[config.mk]
export PLATFORM = sky130hd
export DESIGN_NAME = intr_host_agg
export DESIGN_NICKNAME = d
export VERILOG_FILES = /design/src/rtl/intr_agg_pkg.sv /design/src/rtl/intr_bit_bank.sv /design/src/rtl/intr_plain_reg.sv /design/src/rtl/intr_pin_drv.sv /design/src/rtl/intr_host_agg.sv
export SDC_FILE = /design/constraint.sdc
export NUM_CORES = 1
export LEC_CHECK = 0
export CAP_MARGIN = 5
export CORE_AREA = 2 2 75 77
export DETAILED_ROUTE_END_ITERATION = 6
export DIE_AREA = 0 0 77 79
export DONT_BUFFER_PORTS = 1
export GPL_TIMING_DRIVEN = 0
export RECOVER_POWER = 25
export SLEW_MARGIN = 10
export SYNTH_ARGS = -nofsm -noshare
export SYNTH_HDL_FRONTEND = slang
export SYNTH_SLANG_ARGS = --single-unit
[constraint.sdc]
create_clock -name clk -period 1.9 [get_ports clk]
set_clock_uncertainty 0.05 [all_clocks]
set_input_delay 0.38 -clock clk [delete_from_list [all_inputs] [get_ports clk]]
set_output_delay 0.38 -clock clk [all_outputs]
set_load 0.05 [all_outputs]
[src/rtl/intr_agg_pkg.sv]
package intr_agg_pkg;
   localparam int ADDR_W = 3;

   typedef enum logic [ADDR_W-1:0] {
      A_STAT   = 3'd0,
      A_EN_SET = 3'd1,
      A_EN_CLR = 3'd2,
      A_CMD    = 3'd3,
      A_PSTAT  = 3'd4,
      A_PEN    = 3'd5,
      A_HWCFG  = 3'd6
   } reg_sel_e;

   localparam int HW_PIN_EN_BIT = 0;
   localparam int HW_POL_BIT    = 1;
   localparam int HWCFG_W       = 2;
endpackage

[src/rtl/intr_bit_bank.sv]
// Sticky bit vector: each bit has an independent set and clear request.
// SET_PRIORITY selects which request wins when both hit the same bit.
module intr_bit_bank #(
   parameter int W            = 8,
   parameter bit SET_PRIORITY = 1'b1
) (
   input  logic         clk,
   input  logic         rst_n,
   input  logic [W-1:0] set_v,
   input  logic [W-1:0] clr_v,
   output logic [W-1:0] q
);
   if (W < 1) begin : g_bad_w
      $error("intr_bit_bank: W must be at least 1");
   end

   for (genvar i = 0; i < W; i++) begin : g_bit
      logic nxt;
      if (SET_PRIORITY) begin : g_setwin
         assign nxt = set_v[i] | (q[i] & ~clr_v[i]);
      end else begin : g_clrwin
         assign nxt = (q[i] | set_v[i]) & ~clr_v[i];
      end

      always_ff @(posedge clk or negedge rst_n) begin
         if (!rst_n) q[i] <= 1'b0;
         else        q[i] <= nxt;
      end
   end
endmodule

[src/rtl/intr_plain_reg.sv]
// Plain write-enabled register with a zero reset value.
module intr_plain_reg #(
   parameter int W = 4
) (
   input  logic         clk,
   input  logic         rst_n,
   input  logic         we,
   input  logic [W-1:0] d,
   output logic [W-1:0] q
);
   if (W < 1) begin : g_bad_w
      $error("intr_plain_reg: W must be at least 1");
   end

   always_ff @(posedge clk or negedge rst_n) begin
      if (!rst_n)  q <= '0;
      else if (we) q <= d;
   end
endmodule

[src/rtl/intr_pin_drv.sv]
// Gates the processor interrupt vector onto the pin and applies the polarity.
module intr_pin_drv #(
   parameter int PW      = 4,
   parameter bit PIN_REG = 1'b0
) (
   input  logic          clk,
   input  logic          rst_n,
   input  logic [PW-1:0] pend,
   input  logic [PW-1:0] pmask,
   input  logic          pin_en,
   input  logic          act_high,
   output logic          pin
);
   logic asserted;
   logic level;

   assign asserted = pin_en & (|(pend & pmask));
   assign level    = act_high ? asserted : ~asserted;

   if (PIN_REG) begin : g_reg
      logic pin_q;
      always_ff @(posedge clk or negedge rst_n) begin
         if (!rst_n) pin_q <= 1'b1;
         else        pin_q <= level;
      end
      assign pin = pin_q;
   end else begin : g_comb
      assign pin = level;
   end
endmodule

[src/rtl/intr_host_agg.sv]
module intr_host_agg
   import intr_agg_pkg::*;
#(
   parameter int EV_W    = 8,
   parameter int PI_W    = 4,
   parameter int CMD_W   = 4,
   parameter int DATA_W  = 16,
   parameter bit PIN_REG = 1'b0
) (
   input  logic              clk,
   input  logic              rst_n,
   input  logic [EV_W-1:0]   evt,
   input  logic [PI_W-1:0]   proc_evt,
   input  logic [CMD_W-1:0]  cmd_done,
   input  logic              wr_en,
   input  logic [ADDR_W-1:0] addr,
   input  logic [DATA_W-1:0] wdata,
   output logic [DATA_W-1:0] rdata,
   output logic [CMD_W-1:0]  cmd_bits,
   output logic              irq_req,
   output logic              int_pin
);
   localparam int EN_W   = EV_W + 1;
   localparam int MASTER = EV_W;

   if (DATA_W < EN_W)    begin : g_bad_en  $error("DATA_W too narrow for enables"); end
   if (DATA_W < PI_W)    begin : g_bad_pi  $error("DATA_W too narrow for PI_W"); end
   if (DATA_W < CMD_W)   begin : g_bad_cmd $error("DATA_W too narrow for CMD_W"); end
   if (DATA_W < HWCFG_W) begin : g_bad_hw  $error("DATA_W too narrow for config"); end

   logic wr_stat, wr_eset, wr_eclr, wr_cmd, wr_pstat, wr_pen, wr_hw;
   assign wr_stat  = wr_en && (addr == A_STAT);
   assign wr_eset  = wr_en && (addr == A_EN_SET);
   assign wr_eclr  = wr_en && (addr == A_EN_CLR);
   assign wr_cmd   = wr_en && (addr == A_CMD);
   assign wr_pstat = wr_en && (addr == A_PSTAT);
   assign wr_pen   = wr_en && (addr == A_PEN);
   assign wr_hw    = wr_en && (addr == A_HWCFG);

   logic [EV_W-1:0]    status_q;
   logic [EN_W-1:0]    enable_q;
   logic [CMD_W-1:0]   cmd_q;
   logic [PI_W-1:0]    pstat_q;
   logic [PI_W-1:0]    pen_q;
   logic [HWCFG_W-1:0] hwcfg_q;

   // event status: hardware sets, software writes 1 to clear, set wins
   intr_bit_bank #(.W(EV_W), .SET_PRIORITY(1'b1)) u_status (
      .clk(clk), .rst_n(rst_n),
      .set_v(evt),
      .clr_v(wr_stat ? wdata[EV_W-1:0] : '0),
      .q(status_q)
   );

   // enables: separate set-only and clear-only addresses
   intr_bit_bank #(.W(EN_W), .SET_PRIORITY(1'b1)) u_enable (
      .clk(clk), .rst_n(rst_n),
      .set_v(wr_eset ? wdata[EN_W-1:0] : '0),
      .clr_v(wr_eclr ? wdata[EN_W-1:0] : '0),
      .q(enable_q)
   );

   // command: software writes 1 to set, hardware completion clears
   intr_bit_bank #(.W(CMD_W), .SET_PRIORITY(1'b1)) u_cmd (
      .clk(clk), .rst_n(rst_n),
      .set_v(wr_cmd ? wdata[CMD_W-1:0] : '0),
      .clr_v(cmd_done),
      .q(cmd_q)
   );

   // processor status: hardware sets, software writes 1 to clear
   intr_bit_bank #(.W(PI_W), .SET_PRIORITY(1'b1)) u_pstat (
      .clk(clk), .rst_n(rst_n),
      .set_v(proc_evt),
      .clr_v(wr_pstat ? wdata[PI_W-1:0] : '0),
      .q(pstat_q)
   );

   intr_plain_reg #(.W(PI_W)) u_pen (
      .clk(clk), .rst_n(rst_n), .we(wr_pen),
      .d(wdata[PI_W-1:0]), .q(pen_q)
   );

   intr_plain_reg #(.W(HWCFG_W)) u_hwcfg (
      .clk(clk), .rst_n(rst_n), .we(wr_hw),
      .d(wdata[HWCFG_W-1:0]), .q(hwcfg_q)
   );

   intr_pin_drv #(.PW(PI_W), .PIN_REG(PIN_REG)) u_pin (
      .clk(clk), .rst_n(rst_n),
      .pend(pstat_q), .pmask(pen_q),
      .pin_en(hwcfg_q[HW_PIN_EN_BIT]),
      .act_high(hwcfg_q[HW_POL_BIT]),
      .pin(int_pin)
   );

   assign irq_req  = enable_q[MASTER] & (|(status_q & enable_q[EV_W-1:0]));
   assign cmd_bits = cmd_q;

   always_comb begin
      rdata = '0;
      case (addr)
         A_STAT:            rdata = DATA_W'(status_q);
         A_EN_SET, A_EN_CLR: rdata = DATA_W'(enable_q);
         A_CMD:             rdata = DATA_W'(cmd_q);
         A_PSTAT:           rdata = DATA_W'(pstat_q);
         A_PEN:             rdata = DATA_W'(pen_q);
         A_HWCFG:           rdata = DATA_W'(hwcfg_q);
         default:           rdata = '0;
      endcase
   end
endmodule

Yosys cells after proc, flatten, opt, wreduce, memory -nomap -nowiden
Index checks and enable logic that the tools add are counted.
{ "totals": {"ff_bits": 31, "in_bits": 38, "output_inout_bits": 22, "wordCells": 131} }
{ "classes": {"eq_ne": 6, "muxes": 7, "bitwise": 80, "reduce_logical": 11} }
{ "ops": {"columns": ["operator", "n"], "rows": [
  ["9-bit case mux with 6 select lines", 1],
  ["1-bit bitwise AND", 27],
  ["1-bit inverter", 26],
  ["1-bit bitwise OR", 25],
  ["9-bit 2-to-1 mux", 2],
  ["3-bit equality test (second input constant)", 3],
  ["8-bit bitwise AND", 1],
  ["4-bit 2-to-1 mux", 2],
  ["8-bit 2-to-1 mux", 1],
  ["8-bit OR reduction", 1],
  ["1-bit logical AND", 7],
  ["3-bit by 2-bit equality test with 1-bit output (second input constant)", 2],
  ["4-bit bitwise AND", 1],
  ["4-bit OR reduction", 1],
  ["3-bit by 1-bit equality test with 1-bit output (second input constant)", 1],
  ["3-bit zero test", 1],
  ["2-bit OR reduction", 1],
  ["1-bit 2-to-1 mux", 1]
]} }

Depth between registers and ports, before layout
Gate-level depths: netlist of the first run.
{ "depth": {"ltp_word": 6, "ltp_mapped": 6, "ltp_nobuf": 3} }

Modules after synthesis
A second synthesis of the first run with hierarchy kept.
{ "unflattened": {"hier_cells": 198, "area_unflattened_um2": 1913.1} }
{ "modules_own_cells": {"columns": ["module", "n_inst", "cells_per_inst", "area_per_inst_um2", "seq_area_each_um2"], "rows": [
  ["intr_host_agg", 1, 107, 752.0, 0.0],
  ["intr_bit_bank at u_enable", 1, 27, 326.6, 225.2],
  ["intr_bit_bank at u_cmd ...", 2, 12, 145.1, 100.1],
  ["intr_bit_bank at u_status", 1, 24, 290.3, 200.2],
  ["intr_plain_reg at u_pen", 1, 8, 145.1, 100.1],
  ["intr_plain_reg at u_hwcfg", 1, 4, 72.6, 50.0],
  ["intr_pin_drv", 1, 4, 36.3, 0.0]
]} }

Least setup slack after synthesis of the first run
No wires, ideal clock.
{ "synth_path": {"path_type": "input-to-output", "startpoint": "input port addr[0]", "endpoint": "output port rdata[8]", "t_arrival_ns": 1.914, "t_required_ns": 1.470, "path_slack_ns": -0.444, "stages": 5, "path_buffers": 2, "path_cell_list": "buf_6 > nor2b_1 > clkbuf_1 > nor2_1 > nor3_1"} }
{ "synth_via": {"elab_chain_len": 3, "elab_cells_between_ends": 9, "cone_classes": "6 x eq/ne; 1 x mux; 2 x reduce/logical"} }
{ "synth_rtl": {"columns": ["element", "line", "rtl"], "rows": [
  ["start, declared", "intr_host_agg.sv:16", "input logic [ADDR_W-1:0] addr,"],
  ["3-bit by 1-bit equality test with 1-bit output or 3-bit by 2-bit equality test with 1-bit output (tied branches)", "intr_host_agg.sv:102", "case (addr)"],
  ["2-bit OR reduction", "intr_host_agg.sv:102", null],
  ["9-bit case mux with 6 select lines (*)", "intr_host_agg.sv:102", null],
  ["end, declared", "intr_host_agg.sv:18", "output logic [DATA_W-1:0] rdata,"]
]} }
Mark *: on every way between the ends. The rest lies on a longest branch, timed or not.

Final worst setup path of the first run
{ "layout_path": {"startpoint": "register u_cmd.q[1]", "endpoint": "output port rdata[1]"} }
{ "layout_via": {"elab_chain_len": 1} }
{ "layout_rtl": {"columns": ["element", "line", "rtl"], "rows": [
  ["start, declared", "intr_bit_bank.sv:11", "output logic [W-1:0] q"],
  ["start signal, assigned by index", "intr_bit_bank.sv:27", "else q[i] <= nxt;"],
  ["9-bit case mux with 6 select lines", "intr_host_agg.sv:102", null]
]} }
Every way passes these cells.

==> results of run 1 <==
state kept, by name, summed over array words and instances, names as in the netlist:
| signal | flops |
|---|---|
| u_status.q | 8 |
| u_enable.q | 9 |
| u_pstat.q | 4 |
| u_cmd.q | 4 |
| u_hwcfg.q | 2 |
| u_pen.q | 4 |
metal layers:
metal / up-vias / track usage / routed length (um)
met3: 5 / 0.05227 / 295
met2: 40 / 0.2640 / 2303
li1: 684 / - / -
met5: - / 0 / 0
met1: 717 / 0.2134 / 2138
met4: 0 / 0.06964 / 70
cells by family after synthesis:
logic type,after synthesis
buffers and inverters,31
DFF,31
other,1
xor gates and xnor gates,1
AOI/OAI and AO/OA,62
and+or+nand+nor,39
muxes,21
timing repair:
| item | CTS | global route |
|---|---|---|
| gates resized for setup | 17 | 7 |
| setup buffers | 1 | 0 |
| pin swaps | 6 | 3 |
| endpoints found under the setup margin | 11 | 10 |
| endpoints found under the hold margin | 31 | 0 |
| hold buffers | 2 | 0 |
where the power goes:
group | leakage [nW] | switching (mW) | internal, mW | total (mW)
registers | 0.312 | 0.0526 | 0.705 | 0.758
clock network | 0.0515 | 0.255 | 0.331 | 0.585
logic | 0.510 | 0.271 | 0.148 | 0.419
total | 0.873 | 0.578 | 1.18 | 1.76
worst reg2reg max path, delay by kind of cell (launching register included):
kind | cells | cell delay [ns]
buffers and inverters | 1 | 0.07
AO/OA/AOI/OAI | 1 | 0.16
flip-flops | 1 | 0.67
placed cells by master (no fill, tap or decap), types with 7 or more instances in the layout:
master	Yosys	layout
dfrtp_1	31	28
o21ai_0	22	21
inv_1	13	12
nand2_1	12	12
a21o_1	12	12
mux2i_1	10	10
mux2_2	10	9
clkbuf_8	0	8
a21oi_1	9	8
buf_4	8	8
nand3_1	7	7
conb_1	1	7
stage by stage:
stage / utilization / setup WS [ns] / TNS, ns / total power [mW]
after CTS: 0.4130 / -0.3367 / -0.8398 / 1.774
after floorplan: - / -0.1293 / -0.1489 / 1.097
after detailed placement: 0.3744 / -0.2464 / -1.005 / 1.147
final: 0.4158 / -0.3285 / -0.7667 / 1.762
after global placement: 0.3744 / -0.2456 / -0.9873 / 1.140
after global routing: 0.4158 / -0.3946 / -1.049 / 1.854
final timing paths:
path,start,to,cells after the start
hold reg to reg,u_pstat.q[3],u_pstat.q[3],1
max in group asynchronous,rst_n,u_cmd.q[2],2
setup / recovery,u_cmd.q[1],rdata[1],3
min in group asynchronous,rst_n,u_enable.q[1],2
hold / removal,cmd_done[0],u_cmd.q[0],1
setup reg to reg,u_cmd.q[1],u_cmd.q[1],2
area by class of cell:
cell class / instances / area, um2
plain buffers: 18 / 163.9
repair buffers: 3 / 22.52
well taps: 72 / 90.09
inverters: 13 / 48.80
multi-input cells: 130 / 1015
flip-flops and latches: 31 / 779.5
fillers: 570 / 3118
clock buffers: 8 / 100.1
==> summary.md, run 1 <==
| Metric | Value |
|---|---|
| Crit path time final | `2.228 ns` |
| Post-Synth Adder-Cell Area | `0` |
| Async SR Flop Fraction | `1.000` |
| Starting DRC count in detailed routing | `76` |
| Post-route insts no fill | `275` |
| Register area share after synthesis | `0.4276` |
| Unrepaired setup endpoints after global routing | `yes` |
| Max stage delay cell, worst path | `dfrtp_1` |
| Initial Utilization | `0.3399` |
| Top delay family on crit path | `flip-flops` |
| Peak Freq | `448.7 MHz` |
| Area contributors post-synth | `dfrtp_1 43%, mux2_2 6.2%, o21ai_0 6.1%` |
| Run status | `finished, violations left` |
| CP max stage delay | `0.67 ns` |
| H-tree depth | `2` |
| Mux share of post-synthesis cell area | `0.1297` |
| Synth Area in Simple Gates | `0.1255` |
| Final Wtd Congestion | `0.8216` |
| Critical path class | `flop to primary output` |
| Mapped Area | `1814 um2` |
| Final #Nets | `240` |
| CTS clk-pin slew, worst paths | `0.07 ns` |
| Worst min-delay path class | `input port to flop` |
| Post-synthesis cell count | `186` |
| Post-synth top cells | `31 x dfrtp_1, 22 x o21ai_0, 13 x inv_1, 12 x a21o_1, 12 x nand2_1` |
| DR vias | `1446` |
| Clk buf depth | `2` |
| CTS sink count | `31` |
| Yosys warning count | `0` |
| #FFs+latches synth | `31` |
| Placed Area | `1998 um2` |
| Leak Pwr | `0.8731 nW` |
| Clk_lat worst skew | `0.28 ns` |
| Initial antenna violation count | `0` |
| DR WL/cell | `17.48 um` |
| Peak VDD IR | `0.0003652 V` |
| Root Buffer | `clkbuf_8` |
| Post-Synth XOR/XNOR Area | `0.004828` |
| Inst Count DP | `264` |
| Top Ports | `60` |
| Worst-path maximum fanout | `3` |
| Critical Path Sink Type | `primary output` |
| Max-cap violations | `0` |
| Yosys cell types | `37` |
| Overall routing resource usage | `0.1673` |
| Die Area | `6083 um2` |
| Critical path data required time | `1.47 ns` |
| Design Area, Final | `2220 um2` |
| GRT overflow | `0` |
| Initial DRT Pass Iterations | `4` |
| Die width | `77 um` |
| Buffers and inverters on the worst path | `0` |
| Die height | `79 um` |
| WP data arrival | `1.80 ns` |
| Vias in the first global route | `1519` |
| Final WS setup | `-0.3285 ns` |
| Share of the synthesized area in the top cell type | `0.4276` |
| Power Dens Cells | `794.0 nW/um2` |
| CTS tree | `done` |
| Routed Antenna Nets | `0` |
| Compound-Gate Fraction of Synth Area | `0.2166` |
| Share of layout cells above drive strength 1 | `0.2759` |
| Reg2Reg Setup Slack | `0.87 ns` |
| Drc violations | `0` |
| # diodes | `0` |
| Cell taking the most area after synthesis | `dfrtp_1` |
| CP cell instances | `mux2_2 > nand3b_1 > o211ai_1` |
| Row count | `27` |
| Area growth syn-to-layout | `22.34%` |
| Number of flops mapped to enable cells by yosys | `0` |
| Worst hold slack | `0.1268 ns` |
| Fin. max-slew vios | `0` |
| Largest net degree at the start of global routing | `32` |
| Overall routed net length | `4807 um` |
| Failing checks | `negative setup slack` |
| Largest family of logic cells by synthesized area | `compound AO/OA/AOI/OAI gates` |
| Total CTS buffers | `5` |
| Period utilisation layout | `1.173` |
| Avg Cell Area, Syn | `9.754 um2` |
| Core area | `5338 um2` |
| First-pass GRT wire length | `7866 um` |
| Worst-Margin Slew | `1.093 ns` |
| Vias per cell | `5.258` |
| Most frequent cell after synthesis | `dfrtp_1` |
| IO buf count | `0` |
| Final setup vio count | `4` |
| Slew margin rel. | `0.2684` |
| Main synth FF type | `dfrtp_1` |
| Final Hold Fails | `0` |
| HPWL after DPL | `3330 um` |
| Critical path launch point type | `flop` |
Power figures use the tool's default switching activity.
==> inputs of run 2 (changes only) <==
ABC_CLOCK_PERIOD_IN_PS = 1900   (was not set)
CORE_AREA = 2 2 74 76   (was 2 2 75 77)
DIE_AREA = 0 0 76 78   (was 0 0 77 79)
==> summary.md, run 2 (synthesis gave the netlist of run 1 again) <==
| Metric | Value |
|---|---|
| Run status | `finished, violations left` |
| Failing checks | `negative setup slack` |
| Peak VDD IR | `0.0003585 V` |
| Final Wtd Congestion | `0.7754` |
| Core area | `5042 um2` |
| Final setup vio count | `4` |
| Worst-Margin Slew | `1.132 ns` |
| HPWL after DPL | `3278 um` |
| GRT overflow | `0` |
| Top Ports | `60` |
| Hold-critical path depth | `1` |
| Initial antenna violation count | `0` |
| Largest net degree at the start of global routing | `32` |
| Max stage delay cell, worst path | `o211ai_1` |
| Reg area | `779.5 um2` |
| Internal | `1.111 mW` |
| Routed Antenna Nets | `0` |
| Reg2Reg Setup Slack | `0.89 ns` |
| DR WL/cell | `16.78 um` |
| H-tree depth | `2` |
| Hold path startpoint | `evt[1]` |
| Die Area | `5928 um2` |
| Critical path class | `flop to primary output` |
| CP max stage delay | `0.88 ns` |
| Post-route insts no fill | `274` |
| CTS clk-pin slew, worst paths | `0.07 ns` |
| Filler instances | `492` |
| Unrepaired setup endpoints after global routing | `yes` |
| WP data arrival | `1.83 ns` |
| IO buf count | `0` |
| Clk_lat worst skew | `0.28 ns` |
| Vias in the first global route | `1488` |
| Layout Utilization | `0.4365` |
| Area growth syn-to-layout | `21.31%` |
| Die width | `76 um` |
| Critical path data required time | `1.47 ns` |
| Sw Share | `0.3391` |
| Overall routed net length | `4597 um` |
| DR vias | `1468` |
| Die height | `78 um` |
| Overall routing resource usage | `0.1656` |
| Clk buf depth | `2` |
| Worst-path maximum fanout | `3` |
| Max FFs per register | `9` |
| Comb pwr share | `0.248` |
| Biggest regs | `u_enable.q (9), u_status.q (8)` |
| R2r endpoint | `u_cmd.q[1]` |
| Buffers and inverters on the worst path | `0` |
| # diodes | `0` |
| Period utilisation layout | `1.187` |
| Fin. max-slew vios | `0` |
| Worst min-delay path class | `input port to flop` |
| Most frequent cells in the layout | `28 x dfrtp_1, 21 x o21ai_0, 12 x inv_1, 12 x nand2_1, 12 x a21o_1` |
| Final WS setup | `-0.3560 ns` |
| Clock power share | `0.300` |
| Root Buffer | `clkbuf_8` |
| Starting DRC count in detailed routing | `49` |
| Total CTS buffers | `5` |
| CTS sink count | `31` |
| Switch Pwr | `570.0 uW` |
| Hold path endpoint | `u_status.q[1]` |
| Peak Freq | `443.3 MHz` |
| Row count | `26` |
| CTS tree | `done` |
| Drc violations | `0` |
| Crit path time final | `2.256 ns` |
| Vias per cell | `5.358` |
| Critical Path Sink Type | `primary output` |
| Power Dens Cells | `763.6 nW/um2` |
| First-pass GRT wire length | `7590 um` |
| Initial Utilization | `0.3598` |
| Worst hold slack | `0.1326 ns` |
| Critical path launch point type | `flop` |
| Initial DRT Pass Iterations | `4` |
| Leak Pwr | `0.8655 nW` |
| Final Hold Fails | `0` |
| Part of the power in registers | `0.451` |
| Placed Area | `1996 um2` |
| Final #Nets | `241` |
| Max-cap violations | `0` |
| Area of the multi-input gates | `1016 um2` |
| Slew margin rel. | `0.2422` |
| Share of layout cells above drive strength 1 | `0.2745` |
| CP cell instances | `mux2i_1 > o21a_1 > o211ai_1` |
| Most common cell after layout, fill and taps aside | `dfrtp_1` |
| Inst Count DP | `262` |
| Worst Reg2Reg Path Length in Cells | `2` |
| Largest Register | `u_enable.q` |
| Top delay family on crit path | `compound AO/OA/AOI/OAI gates` |
| Design Area, Final | `2201 um2` |
| Crit Reg-Reg Startpoint | `u_cmd.q[1]` |
-- run 2: through the flow --
step,total power [mW],setup slack [ns],setup TNS [ns]
finish,1.681,-0.3560,-0.7892
global route,1.769,-0.4171,-1.059
CTS,1.694,-0.3445,-0.8239
detailed placement,1.145,-0.2518,-0.9815
global placement,1.140,-0.2505,-0.9276
floorplan,1.097,-0.1293,-0.1489
-- run 2: area by class of cell --
cell class                 count  area share
buffer                        18     0.07163
timing repair buffer           4     0.01364
clock buffer                   7     0.03468
inverter                      13     0.02217
multi-input combinational    130      0.4616
clock inverter                 1    0.002274
sequential                    31      0.3542
tap                           70     0.03980
-- run 2: layer usage --
layer / routed length (um) / GRT usage / vias to the layer above
li1: - / - / 686
met1: 2021 / 0.2120 / 722
met2: 2174 / 0.2625 / 53
met3: 348 / 0.06163 / 7
met4: 53 / 0.04909 / 0
met5: 0 / 0 / -
-- run 2: power by group through the flow --
stage	Combinational [mW]	Clock [mW]	Sequential, mW
finish	0.417	0.505	0.759
global route	0.448	0.557	0.764
CTS	0.416	0.522	0.757
detailed placement	0.376	0	0.769
global placement	0.373	0	0.768
floorplan	0.340	0	0.757
-- run 2: repair_timing --
action	CTS	global route
pin swaps	4	2
gates cloned	0	0
setup endpoints to repair	11	9
hold buffers	2	0
buffers inserted	1	1
gates resized for setup	15	6
endpoints found under the hold margin	31	0
-- run 2: worst max-delay path by stage --
| stage | from | slack [ns] | depth (start not counted) | endpoint |
|---|---|---|---|---|
| 2_1_floorplan | addr[1] | -0.13 | 4 | rdata[1] |
| 3_3_place_gp | addr[0] | -0.25 | 4 | rdata[1] |
| 3_5_place_dp | addr[0] | -0.25 | 4 | rdata[1] |
| 4_1_cts | u_pstat.q[1] | -0.34 | 3 | rdata[1] |
| 5_1_grt | u_pstat.q[1] | -0.42 | 3 | rdata[1] |
| 6_report | u_pstat.q[1] | -0.36 | 3 | rdata[1] |
